### config.mk
export PLATFORM = sky130hd
export DESIGN_NAME = rtc_bcd_calendar
export DESIGN_NICKNAME = d
export VERILOG_FILES = /design/src/rtl/rtc_pkg.sv /design/src/rtl/rtc_ms_div.sv /design/src/rtl/rtc_time_chain.sv /design/src/rtl/rtc_periodic.sv /design/src/rtl/rtc_alarm.sv /design/src/rtl/rtc_bcd_calendar.sv
export SDC_FILE = /design/constraint.sdc
export NUM_CORES = 1
export LEC_CHECK = 0
export BUFFER_PORTS_ARGS = -buffer_cell sky130_fd_sc_hd__buf_2
export CAP_MARGIN = 25
export CORE_AREA = 2 2 177 145
export CTS_CLUSTER_DIAMETER = 200
export DETAILED_ROUTE_END_ITERATION = 16
export DIE_AREA = 0 0 179 147
export GPL_ROUTABILITY_DRIVEN = 0
export PLACE_DENSITY_LB_ADDON = 0.3
export RECOVER_POWER = 100
export SLEW_MARGIN = 20
export SYNTH_ARGS = -nofsm -noshare
export SYNTH_HDL_FRONTEND = slang
export SYNTH_SLANG_ARGS = --single-unit
### constraint.sdc
create_clock -name clk -period 2.62 [get_ports clk]
set_input_delay 0.393 -clock clk [delete_from_list [all_inputs] [get_ports clk]]
set_output_delay 0.393 -clock clk [all_outputs]
set_load 0.02 [all_outputs]
### src/rtl/rtc_pkg.sv
package rtc_pkg;

    typedef enum logic [1:0] {
        REG_TIME  = 2'd0,
        REG_DATE  = 2'd1,
        REG_ALARM = 2'd2,
        REG_CTRL  = 2'd3
    } reg_sel_e;

    typedef struct packed {
        logic [7:0]  hour;
        logic [7:0]  min;
        logic [7:0]  sec;
        logic [11:0] ms;
    } tod_t;

    typedef struct packed {
        logic [15:0] year;
        logic [7:0]  month;
        logic [7:0]  day;
    } cal_t;

    typedef struct packed {
        logic [7:0] day;
        logic [7:0] hour;
        logic [7:0] min;
        logic [7:0] sec;
    } alarm_t;

    typedef struct packed {
        logic       alarm_en;
        logic       tick_en;
        logic [3:0] rate;
    } ctrl_t;

    localparam int DIGITS_MAX = 4;

    // Add one to a four-digit BCD value; 9999 wraps to 0000.
    function automatic logic [15:0] bcd_inc(input logic [15:0] v);
        logic [15:0] r;
        logic        c;
        r = v;
        c = 1'b1;
        for (int i = 0; i < DIGITS_MAX; i++) begin
            if (c) begin
                if (r[i*4 +: 4] == 4'd9) begin
                    r[i*4 +: 4] = 4'd0;
                end else begin
                    r[i*4 +: 4] = r[i*4 +: 4] + 4'd1;
                    c = 1'b0;
                end
            end
        end
        return r;
    endfunction

    function automatic logic [7:0] bcd_inc8(input logic [7:0] v);
        logic [15:0] w;
        w = bcd_inc({8'h00, v});
        return w[7:0];
    endfunction

    function automatic logic [11:0] bcd_inc12(input logic [11:0] v);
        logic [15:0] w;
        w = bcd_inc({4'h0, v});
        return w[11:0];
    endfunction

    // Two BCD digits divisible by four: even tens need units 0/4/8, odd tens 2/6.
    function automatic logic bcd_div4(input logic [7:0] b);
        if (b[4] == 1'b0)
            return (b[3:0] == 4'd0) || (b[3:0] == 4'd4) || (b[3:0] == 4'd8);
        return (b[3:0] == 4'd2) || (b[3:0] == 4'd6);
    endfunction

    function automatic logic is_leap(input logic [15:0] y);
        if (y[7:0] == 8'h00)
            return bcd_div4(y[15:8]);
        return bcd_div4(y[7:0]);
    endfunction

    function automatic logic [7:0] month_days(input logic [7:0] m, input logic leap);
        case (m)
            8'h02:                      return leap ? 8'h29 : 8'h28;
            8'h04, 8'h06, 8'h09, 8'h11: return 8'h30;
            default:                    return 8'h31;
        endcase
    endfunction

endpackage

### src/rtl/rtc_ms_div.sv
module rtc_ms_div #(
    parameter int REF_PER_MS = 4
) (
    input  logic clk,
    input  logic rst,
    input  logic clear,
    input  logic ref_tick,
    output logic ms_step
);
    localparam int CW = (REF_PER_MS > 1) ? $clog2(REF_PER_MS) : 1;
    localparam logic [CW-1:0] LAST = CW'(REF_PER_MS - 1);

    logic [CW-1:0] cnt_q;

    assign ms_step = ref_tick && (cnt_q == LAST);

    always_ff @(posedge clk) begin
        if (rst || clear) begin
            cnt_q <= '0;
        end else if (ref_tick) begin
            cnt_q <= (cnt_q == LAST) ? '0 : cnt_q + 1'b1;
        end
    end

    assert_div_range_R1: assert property (@(posedge clk) disable iff (rst)
        cnt_q <= LAST);

endmodule

### src/rtl/rtc_time_chain.sv
module rtc_time_chain
    import rtc_pkg::*;
(
    input  logic        clk,
    input  logic        rst,
    input  logic        step,
    input  logic        wr_time,
    input  logic        wr_date,
    input  logic [23:0] time_wd,
    input  logic [31:0] date_wd,
    output tod_t        tod_o,
    output cal_t        cal_o,
    output logic        sec_evt_o
);
    tod_t       tod_q;
    cal_t       cal_q;
    logic       sec_evt_q;
    logic [7:0] last_day;
    logic       advance;

    assign last_day = month_days(cal_q.month, is_leap(cal_q.year));
    assign advance  = step && !wr_time && !wr_date;

    always_ff @(posedge clk) begin
        if (rst) begin
            tod_q     <= '0;
            cal_q     <= '{year: 16'h2000, month: 8'h01, day: 8'h01};
            sec_evt_q <= 1'b0;
        end else begin
            sec_evt_q <= 1'b0;
            if (wr_time) begin
                tod_q.hour <= time_wd[23:16];
                tod_q.min  <= time_wd[15:8];
                tod_q.sec  <= time_wd[7:0];
                tod_q.ms   <= '0;
            end
            if (wr_date) begin
                cal_q.year  <= date_wd[31:16];
                cal_q.month <= date_wd[15:8];
                cal_q.day   <= date_wd[7:0];
            end
            if (advance) begin
                if (tod_q.ms != 12'h999) begin
                    tod_q.ms <= bcd_inc12(tod_q.ms);
                end else begin
                    tod_q.ms  <= '0;
                    sec_evt_q <= 1'b1;
                    if (tod_q.sec != 8'h59) begin
                        tod_q.sec <= bcd_inc8(tod_q.sec);
                    end else begin
                        tod_q.sec <= 8'h00;
                        if (tod_q.min != 8'h59) begin
                            tod_q.min <= bcd_inc8(tod_q.min);
                        end else begin
                            tod_q.min <= 8'h00;
                            if (tod_q.hour != 8'h23) begin
                                tod_q.hour <= bcd_inc8(tod_q.hour);
                            end else begin
                                tod_q.hour <= 8'h00;
                                if (cal_q.day != last_day) begin
                                    cal_q.day <= bcd_inc8(cal_q.day);
                                end else begin
                                    cal_q.day <= 8'h01;
                                    if (cal_q.month != 8'h12) begin
                                        cal_q.month <= bcd_inc8(cal_q.month);
                                    end else begin
                                        cal_q.month <= 8'h01;
                                        cal_q.year  <= bcd_inc(cal_q.year);
                                    end
                                end
                            end
                        end
                    end
                end
            end
        end
    end

    assign tod_o     = tod_q;
    assign cal_o     = cal_q;
    assign sec_evt_o = sec_evt_q;

    assert_ms_wrap_R2: assert property (@(posedge clk) disable iff (rst)
        (advance && tod_q.ms == 12'h999) |=> (tod_q.ms == 12'h000) && sec_evt_q);

    assert_ms_hold_R1: assert property (@(posedge clk) disable iff (rst)
        (!step && !wr_time) |=> $stable(tod_q.ms));

    assert_hour_range_R3: assert property (@(posedge clk) disable iff (rst)
        tod_q.hour <= 8'h23);

    assert_day_range_R4: assert property (@(posedge clk) disable iff (rst)
        (cal_q.day != 8'h00) && (cal_q.day <= 8'h31));

endmodule

### src/rtl/rtc_periodic.sv
module rtc_periodic #(
    parameter int REF_LOG2 = 12
) (
    input  logic       clk,
    input  logic       rst,
    input  logic       ref_tick,
    input  logic       en,
    input  logic [3:0] rate,
    output logic       pulse_o
);
    localparam int         PW       = REF_LOG2;
    localparam logic [3:0] RATE_MAX = 4'd9;

    logic [PW-1:0] pre_q;
    logic [PW-1:0] mask;
    logic [3:0]    rate_c;
    logic          pulse_q;

    assign rate_c = (rate > RATE_MAX) ? RATE_MAX : rate;
    assign mask   = {PW{1'b1}} >> rate_c;

    always_ff @(posedge clk) begin
        if (rst) begin
            pre_q   <= '0;
            pulse_q <= 1'b0;
        end else begin
            pulse_q <= en && ref_tick && ((pre_q & mask) == mask);
            if (ref_tick) pre_q <= pre_q + 1'b1;
        end
    end

    assign pulse_o = pulse_q;

    assert_tick_gap_R8: assert property (@(posedge clk) disable iff (rst)
        pulse_q |=> !pulse_q);

    assert_tick_gated_R8: assert property (@(posedge clk) disable iff (rst)
        pulse_q |-> $past(en));

endmodule

### src/rtl/rtc_alarm.sv
module rtc_alarm
    import rtc_pkg::*;
(
    input  alarm_t alm,
    input  alarm_t now,
    input  logic   sec_evt,
    input  logic   en,
    output logic   hit
);
    assign hit = en && sec_evt && (alm.day != 8'h00) && (alm == now);
endmodule

### src/rtl/rtc_bcd_calendar.sv
module rtc_bcd_calendar
    import rtc_pkg::*;
#(
    parameter int REF_PER_MS = 4,
    parameter int REF_LOG2   = 12
) (
    input  logic        clk,
    input  logic        rst,
    input  logic        ref_tick,
    input  logic        wr_en,
    input  logic [1:0]  wr_addr,
    input  logic [31:0] wr_data,
    output logic [35:0] time_o,
    output logic [31:0] date_o,
    output logic        alarm_irq,
    output logic        tick_irq
);
    logic   wr_time, wr_date, ms_step, sec_evt;
    tod_t   tod;
    cal_t   cal;
    alarm_t alarm_q, now;
    ctrl_t  ctrl_q;

    assign wr_time = wr_en && (wr_addr == REG_TIME);
    assign wr_date = wr_en && (wr_addr == REG_DATE);

    always_ff @(posedge clk) begin
        if (rst) begin
            alarm_q <= '0;
            ctrl_q  <= '0;
        end else if (wr_en) begin
            if (wr_addr == REG_ALARM) alarm_q <= alarm_t'(wr_data);
            if (wr_addr == REG_CTRL)  ctrl_q  <= ctrl_t'(wr_data[5:0]);
        end
    end

    rtc_ms_div #(.REF_PER_MS(REF_PER_MS)) u_div (
        .clk(clk), .rst(rst), .clear(wr_time), .ref_tick(ref_tick), .ms_step(ms_step)
    );

    rtc_time_chain u_chain (
        .clk(clk), .rst(rst), .step(ms_step), .wr_time(wr_time), .wr_date(wr_date),
        .time_wd(wr_data[23:0]), .date_wd(wr_data), .tod_o(tod), .cal_o(cal),
        .sec_evt_o(sec_evt)
    );

    assign now = '{day: cal.day, hour: tod.hour, min: tod.min, sec: tod.sec};

    rtc_alarm u_alarm (
        .alm(alarm_q), .now(now), .sec_evt(sec_evt), .en(ctrl_q.alarm_en), .hit(alarm_irq)
    );

    rtc_periodic #(.REF_LOG2(REF_LOG2)) u_per (
        .clk(clk), .rst(rst), .ref_tick(ref_tick), .en(ctrl_q.tick_en),
        .rate(ctrl_q.rate), .pulse_o(tick_irq)
    );

    assign time_o = tod;
    assign date_o = cal;

    assert_time_write_R5: assert property (@(posedge clk) disable iff (rst)
        wr_time |=> (tod.ms == 12'h000));

    assert_alarm_on_second_R7: assert property (@(posedge clk) disable iff (rst)
        alarm_irq |-> (tod.ms == 12'h000));

    assert_alarm_gate_R10: assert property (@(posedge clk) disable iff (rst)
        !ctrl_q.alarm_en |-> !alarm_irq);

endmodule

==> results of run 1 <==
-- per-layer routing --
layer	global-route usage (%)	share of wire, %	vias up
li1	-	-	3564
met1	27.2	50	3457
met2	26.1	41	248
met3	3.73	6.5	36
met4	5.45	2.1	0
met5	0	0	-
-- flip-flops by register name, summed over array words and instances, names as in the netlist --
signal,count
alarm_q,32
u_chain.tod_o,36
u_chain.cal_o,32
u_per.pulse_o,1
ctrl_q,6
u_per.pre_q,12
u_chain.sec_evt_o,1
u_div.cnt_q,2
-- critical path, cell delays in order (launching register included) --
cell     delay, ps
dfxtp_1        330
buf_4          170
xnor2_1        120
nand4_1        140
nor4_2         320
nand3_1        120
nor4_2         170
buf_4          160
buf_2          150
-- worst max-delay path by stage --
stage / start / end
after floorplan: u_chain.tod_o[32] / alarm_irq
after global placement: u_chain.tod_o[0] / u_chain.tod_o[32]
after detailed placement: u_chain.tod_o[0] / u_chain.tod_o[32]
after CTS: u_chain.tod_o[0] / u_chain.tod_o[32]
after global routing: u_chain.tod_o[17] / u_chain.cal_o[27]
final: u_chain.tod_o[12] / alarm_irq
-- logic make-up after synthesis --
kind of cell | count (synthesis) | share of synthesized area (%)
AOI/OAI and AO/OA | 206 | 17.9
DFF | 122 | 33.7
muxes | 22 | 3.21
and+or+nand+nor | 420 | 29.1
buffers and inverters | 87 | 6.04
xor gates and xnor gates | 54 | 6.63
adders and majority gates | 20 | 3.45
-- final cells by class --
type,instances,share of cell area [%]
well taps,324,4.52
repair buffers,158,10.6
inverters,27,1.13
clock buffers,25,5.63
clock inverters,7,1.51
flip-flops and latches,122,27.3
multi-input cells,722,49.3
-- what timing repair did --
action | in CTS | in global routing
buffers inserted | 0 | 3
hold endpoints to repair | 0 | 0
pin swaps | 3 | 0
endpoints found under the setup margin | 1 | 8
gates resized for setup | 11 | 6
-- placed cells by master, fill, tap and decap left out, drive strengths merged, types with 25 or more instances in the layout --
| cell type | count |
|---|---|
| nand3 | 47 |
| dfxtp | 122 |
| nor2 | 86 |
| clkbuf | 34 |
| xnor2 | 34 |
| nand4 | 25 |
| nand2 | 143 |
| buf | 149 |
| o21ai | 44 |
| nor3 | 26 |
| a21oi | 83 |
| inv | 27 |
-- power breakdown --
part           leakage (nW)  switching, mW  internal, mW
registers             0.994         0.0721          1.92
clock network         0.317          0.880          1.72
logic                  2.26          0.350         0.211
==> results.toml, run 1 <==
[outcome]
status = "completed"

[cts]
cts_buffer_depth = 2
path_clk_slew_ps = 60
cts_max_level = 4
cts-root-buf = "clkbuf_16"
hold_buffers = 0
clk_latency_ps = 430
cts_tree = "yes"
cts_sinks = 122
cts_made_buffers = 17

[detailed_routing]
wl_per_cell_um = 17.3
drtAntennaViolNets = 0
dr.pass1.iters = 6
drc = 0
vias_per_cell = 5.27
vias = 7305
dr.first_iter.drc_count = 558
totalWireLength_um = 24000

[logic_synthesis]
synth_area_per_cell_um2 = 7.79
synth_flop_cell = "dfxtp_1"
ys_warn_count = 0
synth-edff-count = 0
yosysSeqAreaShare_pct = 33.7
synth_nets = 989
yosys_register_bits = 122
synthCells = 931
yosysTopAreaCell = "dfxtp_1"
synth_common_cells = "nand2_1 (143), dfxtp_1 (122), nor2_1 (86)"
synth_area_mm2 = 0.00725
synthArstFlopShare_pct = 0
ys_types = 83
synth_area_leaders = "dfxtp_1 (34%), nand2_1 (7.4%), a21oi_1 (5.7%), nor2_1 (4.5%), xnor2_1 (4.0%)"
yosysTopAreaCellShare_pct = 33.7
yosys.cell_count.top_type = "nand2_1"

[critical_path]
reg2reg_to = "u_chain.cal_o[10]"
r2r_slack_ps = 160
cp_data_arrival_time_ps = 2100
required_ps = 2230
reg2reg_from = "u_chain.tod_o[0]"
critical_path_class = "flip-flop to primary output"
rr_worst_depth = 7
startpoint_type = "flip-flop"
crit_fanout = 6
end_kind = "primary output"

[global_route]
antenna_found_initial = 0
grt_pass1_vias = 6653
grt_pass1_wl_um = 37400
track_usage_pct = 18.2
grt_max_degree = 95
grt.overflow.total = 0

[placement]
place_inst = 1350
dpl_worst_slack_ps = 99.0
placed_area_mm2 = 0.00826
dp_hpwl_um = 17400
port_buffers = 107

[power]
ir_worst_vdd_v = 0.000555
power_mw = 5.14
p_per_area_mw_per_mm2 = 573
p_leak_nw = 3.57

[flow_run]
max_cap_violations = 0

[floorplan]
rows = 52
dieHeight_um = 147
ios = 108
core-area_mm2 = 0.0247
start_util_pct = 29.4
dieArea_mm2 = 0.0263
die_x_um = 179

[layout]
diodes = 0
area_delta_synth_final_pct = 23.8
seq_area_mm2 = 0.00245
n_fill_cell = 2573
final_cells = 1385
finish.utilization_pct = 36.4
multi_input_area_mm2 = 0.00443
drive_above_1_share_pct = 20.7
fin_nets = 1106
fin_area_mm2 = 0.00897

[timing]
finalCritPeriodShare_pct = 95.3
max_freq_ghz = 0.401
setup_viol = 0
worst_slack_ps = 124
timing.setup.tns_ps = 0
finalClockSkew_ps = 16.3
tightest_slew_ps = 1280
rsz0062_at_grt = "yes"
hold_viol = 0
hold_slack_ps = 229
slew_headroom_pct = 14.8
post-route-min-period_ps = 2500
slew_viol_final = 0

[worst_hold_path]
hp-start = "wr_data[26]"
min_to = "alarm_q[26]"
hp-class = "primary input to flip-flop"
hold_depth = 3
Note: power is estimated with default switching activity, not from simulation.
==> inputs of run 2 (changes only) <==
--- a/config.mk
+++ b/config.mk
@@ -5,16 +5,18 @@
 export SDC_FILE = /design/constraint.sdc
 export NUM_CORES = 1
 export LEC_CHECK = 0
+export ABC_AREA = 1
 export BUFFER_PORTS_ARGS = -buffer_cell sky130_fd_sc_hd__buf_2
 export CAP_MARGIN = 25
-export CORE_AREA = 2 2 177 145
+export CORE_AREA = 2 2 186 152
 export CTS_CLUSTER_DIAMETER = 200
 export DETAILED_ROUTE_END_ITERATION = 16
-export DIE_AREA = 0 0 179 147
+export DIE_AREA = 0 0 188 154
 export GPL_ROUTABILITY_DRIVEN = 0
 export PLACE_DENSITY_LB_ADDON = 0.3
 export RECOVER_POWER = 100
 export SLEW_MARGIN = 20
 export SYNTH_ARGS = -nofsm -noshare
 export SYNTH_HDL_FRONTEND = slang
+export SYNTH_HIERARCHICAL = 1
 export SYNTH_SLANG_ARGS = --single-unit
==> run 2 against run 1 <==
Clock skew fell by 4.3 ps; design area grew 5.4%; global-route usage up 0.52 points; critical path depth down 2; critical endpoint unchanged; cell count is 30% higher; largest cell class unchanged; largest power group unchanged; flip-flop and latch count did not move; non-clock buffer count down 20; die area is 10% higher; register-to-register slack improved by 60 ps.
==> results.toml, run 2 <==
[logic_synthesis]
synth_area_leaders = "dfxtp_1 (30%), nand2_1 (16%), nor2_1 (9.9%), inv_1 (8.4%), o21ai_0 (5.4%)"
yosysTopAreaCellShare_pct = 30.4
yosysTopAreaCell = "dfxtp_1"
yosysSeqAreaShare_pct = 30.4
synth_flop_cell = "dfxtp_1"
synthArstFlopShare_pct = 0
synth_common_cells = "nand2_1 (341), nor2_1 (211), inv_1 (180)"
synth_area_mm2 = 0.00803
synth-edff-count = 0
synth_area_per_cell_um2 = 6.15
yosys.cell_count.top_type = "nand2_1"
ys_warn_count = 6
synthCells = 1305
synth_nets = 1359
yosys_register_bits = 122
ys_types = 47

[layout]
mostFrequentLayoutCell = "nand2_1"
drive_above_1_share_pct = 10.7
final_cell_mix = "nand2_1 (343), nor2_1 (216), inv_1 (180)"
fin_area_mm2 = 0.00945
final_cells = 1801
area_delta_synth_final_pct = 17.8
finish.utilization_pct = 35.1
largest_register_ffs = 36
diodes = 0
fin_nets = 1478

[critical_path]
critPathMostFrequentCell = "nor2_1"
cp_num_buf_inv = 1
end_kind = "primary output"
critical_path_class = "flip-flop to primary output"
cp_data_arrival_time_ps = 2030
cp_slowest_stage_delay_ps = 530
startpoint_type = "flip-flop"
cp_num_cells = 6
required_ps = 2230
rr_worst_depth = 12
cp_cell_sequence = "xnor2_1, nand2_1, nor2_1, nand3_1, nor2_1, clkbuf_1"
crit_fanout = 6
crit_family = "simple AND/OR/NAND/NOR gates"
worst_path_max_delay_cell = "dfxtp_1"

[timing]
worst_slack_ps = 198
hold_viol = 0
post-route-min-period_ps = 2420
rsz0062_at_grt = "no"
tightest_slew_ps = 1240
slew_viol_final = 0
max_freq_ghz = 0.413
finalCritPeriodShare_pct = 92.5
timing.setup.tns_ps = 0
slew_headroom_pct = 17.5
finalClockSkew_ps = 12.0
hold_slack_ps = 225
setup_viol = 0

[detailed_routing]
vias_per_cell = 4.73
drtAntennaViolNets = 0
totalWireLength_um = 27300
wl_per_cell_um = 15.2
vias = 8525
drc = 0
dr.pass1.iters = 6
dr.first_iter.drc_count = 838

[global_route]
grt.overflow.total = 0
track_usage_pct = 18.8
antenna_found_initial = 0
grt_max_degree = 65
grt_pass1_vias = 7498
grt_pass1_wl_um = 42200

[floorplan]
start_util_pct = 29.8
ios = 108
rows = 54
die_x_um = 188
dieArea_mm2 = 0.0290
dieHeight_um = 154
core-area_mm2 = 0.0270

[cts]
cts-root-buf = "clkbuf_16"
clk_latency_ps = 430
cts_max_level = 4
cts_buffer_depth = 2
cts_tree = "yes"
path_clk_slew_ps = 60
cts_made_buffers = 17
cts_resized = 0
postCtsSetupBuffers = 0
hold_buffers = 0
cts_sinks = 122

[placement]
placed_area_mm2 = 0.00905
port_buffers = 107
place_inst = 1769
dpl_worst_slack_ps = 231
dp_hpwl_um = 20600

[power]
power_mw = 5.01
ir_worst_vdd_v = 0.000464
p_per_area_mw_per_mm2 = 529
p_leak_nw = 4.28

[outcome]
status = "completed"

[worst_hold_path]
hold_depth = 3
hp-class = "primary input to flip-flop"

[flow_run]
max_cap_violations = 0
run 2: cell count changes in the layout (fill, tap and decap cells not counted), moves of 49 or more:
cell	before	now
nand2_1	143	343
o21ai_0	39	88
clkbuf_1	12	72
buf_2	97	38
inv_1	27	180
nor2_1	84	216
run 2: kinds of logic after synthesis:
kind of cell    share of synthesized area, %
flops                                   30.4
buf+inv                                 11.8
compound gates                          14.0
xor+xnor                                2.62
fa+ha+maj                               2.49
mux                                    0.249
simple gates                            38.4
run 2: layout make-up:
class / instances / area (um^2)
multi-input combinational: 949 / 4570
inverter: 196 / 738
timing repair buffer: 138 / 666
clock inverter: 15 / 155
clock buffer: 17 / 425
tap: 364 / 455
fill: 2989 / 17500
sequential: 122 / 2440
run 2: final timing paths:
kind / startpoint / end / slack (ps)
max: u_chain/cal_o[7] / alarm_irq / 200
min: wr_data[27] / alarm_q[27] / 230
max reg2reg: u_div/cnt_q[0] / u_chain/cal_o[21] / 220
min reg2reg: u_per/pre_q[8] / u_per/pre_q[8] / 480
run 2: per-layer routing:
metal	vias to the layer above	global-route usage, %	wire (um)	share of wire, %
met5	-	0	0	0
met4	0	5.70	371	1.4
met3	26	3.74	1870	6.9
met2	277	27.8	11500	42
met1	3841	27.1	13600	50
li1	4381	-	-	-
run 2: tightest hold or removal path, cell delays in order:
cell and delay, ps:
buf_2 100, nor2_1 50, nor2_1 80
run 2: power by group:
part / leakage (nW) / switching, mW / internal (mW) / total, mW
combinational: 3.01 / 0.426 / 0.205 / 0.631
clock: 0.273 / 1.03 / 1.34 / 2.37
sequential: 0.994 / 0.0802 / 1.93 / 2.01
==> inputs of run 3 (changes only) <==
==> constraint.sdc (replaced) <==
create_clock -name clk -period 2.3 [get_ports clk]
set_input_delay 0.345 -clock clk [delete_from_list [all_inputs] [get_ports clk]]
set_output_delay 0.345 -clock clk [all_outputs]
set_load 0.02 [all_outputs]
==> run 3 against run 2 <==
Cell count grew 2.1%; non-clock buffer count up 37; flip-flop and latch count stayed put; die area unchanged; sequential share of layout area is 0.81 points lower; clock-buffer cell count is the same; core utilization is 1.2 points higher; routed wire length grew 3.3%; clock skew is 1.3 ps higher; sequential power rose by 13%; design area rose by 3.4%; highest routed layer unchanged.
==> results.toml, run 3 (synthesis gave the netlist of run 2 again) <==
[critical_path]
worst_path_max_delay_cell = "dfxtp_1"
crit_fanout = 6
cp_data_arrival_time_ps = 1840
reg2reg_from = "u_div/cnt_q[0]"
reg2reg_to = "u_chain/cal_o[23]"
critical_path_class = "flip-flop to primary output"
startpoint_type = "flip-flop"
r2r_slack_ps = 170
cp_cell_sequence = "buf_4, inv_1, nand2_1, o21ai_0, nor2_1, nand2_1, nor2_1, nand3_1, nor2_2, buf_4"
cp_slowest_stage_delay_ps = 330
end_kind = "primary output"
worstSetupStartpoint = "u_chain/cal_o[5]"
required_ps = 1960
rr_worst_depth = 14

[worst_hold_path]
hp-start = "wr_data[27]"
hp-class = "primary input to flip-flop"
min_to = "alarm_q[27]"
hold_depth = 3

[detailed_routing]
vias = 8747
dr.pass1.iters = 7
drc = 0
vias_per_cell = 4.76
wl_per_cell_um = 15.3
totalWireLength_um = 28200
dr.first_iter.drc_count = 805
drtAntennaViolNets = 0

[power]
p_leak_nw = 4.50
p_per_area_mw_per_mm2 = 587
ir_worst_vdd_v = 0.000488

[layout]
mostFrequentLayoutCell = "nand2_1"
drive_above_1_share_pct = 13.8
diodes = 0
fin_area_mm2 = 0.00978
final_cell_mix = "nand2_1 (343), nor2_1 (212), inv_1 (181)"
largest_register_ffs = 36
final_cells = 1839
area_delta_synth_final_pct = 21.8
fin_nets = 1516

[placement]
dp_hpwl_um = 21200
placed_area_mm2 = 0.00934
port_buffers = 107
place_inst = 1804
dpl_worst_slack_ps = 83.8

[timing]
post-route-min-period_ps = 2190
setup_viol = 0
rsz0062_at_grt = "yes"
slew_headroom_pct = 25.4
timing.setup.tns_ps = 0
hold_slack_ps = 171
finalClockSkew_ps = 13.3
tightest_slew_ps = 1120
max_freq_ghz = 0.457
hold_viol = 0
slew_viol_final = 0
worst_slack_ps = 111
finalCritPeriodShare_pct = 95.2

[cts]
hold_buffers = 0
clk_latency_ps = 430
cts_sinks = 122
cts_made_buffers = 17
cts_buffer_depth = 2
cts_max_level = 4
cts-root-buf = "clkbuf_16"
cts_tree = "yes"
path_clk_slew_ps = 70

[global_route]
track_usage_pct = 19.5
grt_pass1_vias = 7851
antenna_found_initial = 0
grt_pass1_wl_um = 43900
grt_max_degree = 46
grt.overflow.total = 0

[floorplan]
dieHeight_um = 154
core-area_mm2 = 0.0270
dieArea_mm2 = 0.0290
start_util_pct = 29.8
die_x_um = 188
ios = 108
rows = 54

[flow_run]
max_cap_violations = 0

[outcome]
status = "completed"
==> run 3: cell count changes in the layout (fill, tap and decap cells not counted), moves of 2 or more <==
cell / before / now
o21ai_1: 2 / 4
dfxtp_2: 0 / 4
buf_2: 38 / 42
clkbuf_4: 0 / 3
buf_4: 26 / 56
nor2_1: 216 / 212
clkbuf_2: 2 / 6
clkbuf_1: 72 / 67
nor2_2: 10 / 12
nor2_4: 4 / 6
dfxtp_1: 122 / 118
==> run 3: critical path: cells and delay by family, from the launching register on <==
| family | cells | cell delay, ps |
|---|---|---|
| and+or+nand+nor | 6 | 590 |
| buffers and inverters | 3 | 390 |
| DFF | 1 | 330 |
| AOI/OAI and AO/OA | 1 | 110 |
==> run 3: per-stage QoR <==
stage	total power [mW]	utilization, %
after global routing	5.99	36.3
after detailed placement	3.08	34.6
after global placement	3.07	34.6
final	5.74	36.3
after CTS	5.80	36.8
after floorplan	2.78	-
==> run 3: what timing repair did <==
action | CTS | global route
hold endpoints to repair | 0 | 0
buffers inserted | 0 | 2
pin swaps | 0 | 1
gates resized for setup | 2 | 10
cloned | 0 | 1
setup endpoints to repair | 1 | 8
==> run 3: worst max path at each step <==
stage,endpoint,slack [ps],depth (start not counted)
final,alarm_irq,110,10
after global routing,alarm_irq,-40,10
after CTS,alarm_irq,40,10
after detailed placement,u_chain/cal_o[31],80,16
after global placement,u_chain/cal_o[31],120,16
after floorplan,u_chain/cal_o[24],170,14
==> run 3: layer usage <==
layer / vias to the layer above / track usage, % / share of wire, %
met4: 0 / 5.02 / 1.3
met2: 281 / 29.6 / 43
met3: 30 / 3.24 / 6.7
met5: - / 0 / 0
li1: 4426 / - / -
met1: 4010 / 28.3 / 49
==> run 3: where the power goes <==
part,switching (mW),total (mW),internal [mW]
clock network,1.19,2.72,1.53
registers,0.0771,2.27,2.19
logic,0.503,0.751,0.249
total,1.77,5.74,3.97
==> run 3: layout make-up <==
class,count,area [um^2]
clock buffer,17,425
clock inverter,15,155
fill,2923,17200
tap,364,455
multi-input combinational,950,4600
timing repair buffer,175,955
inverter,196,738
sequential,122,2450
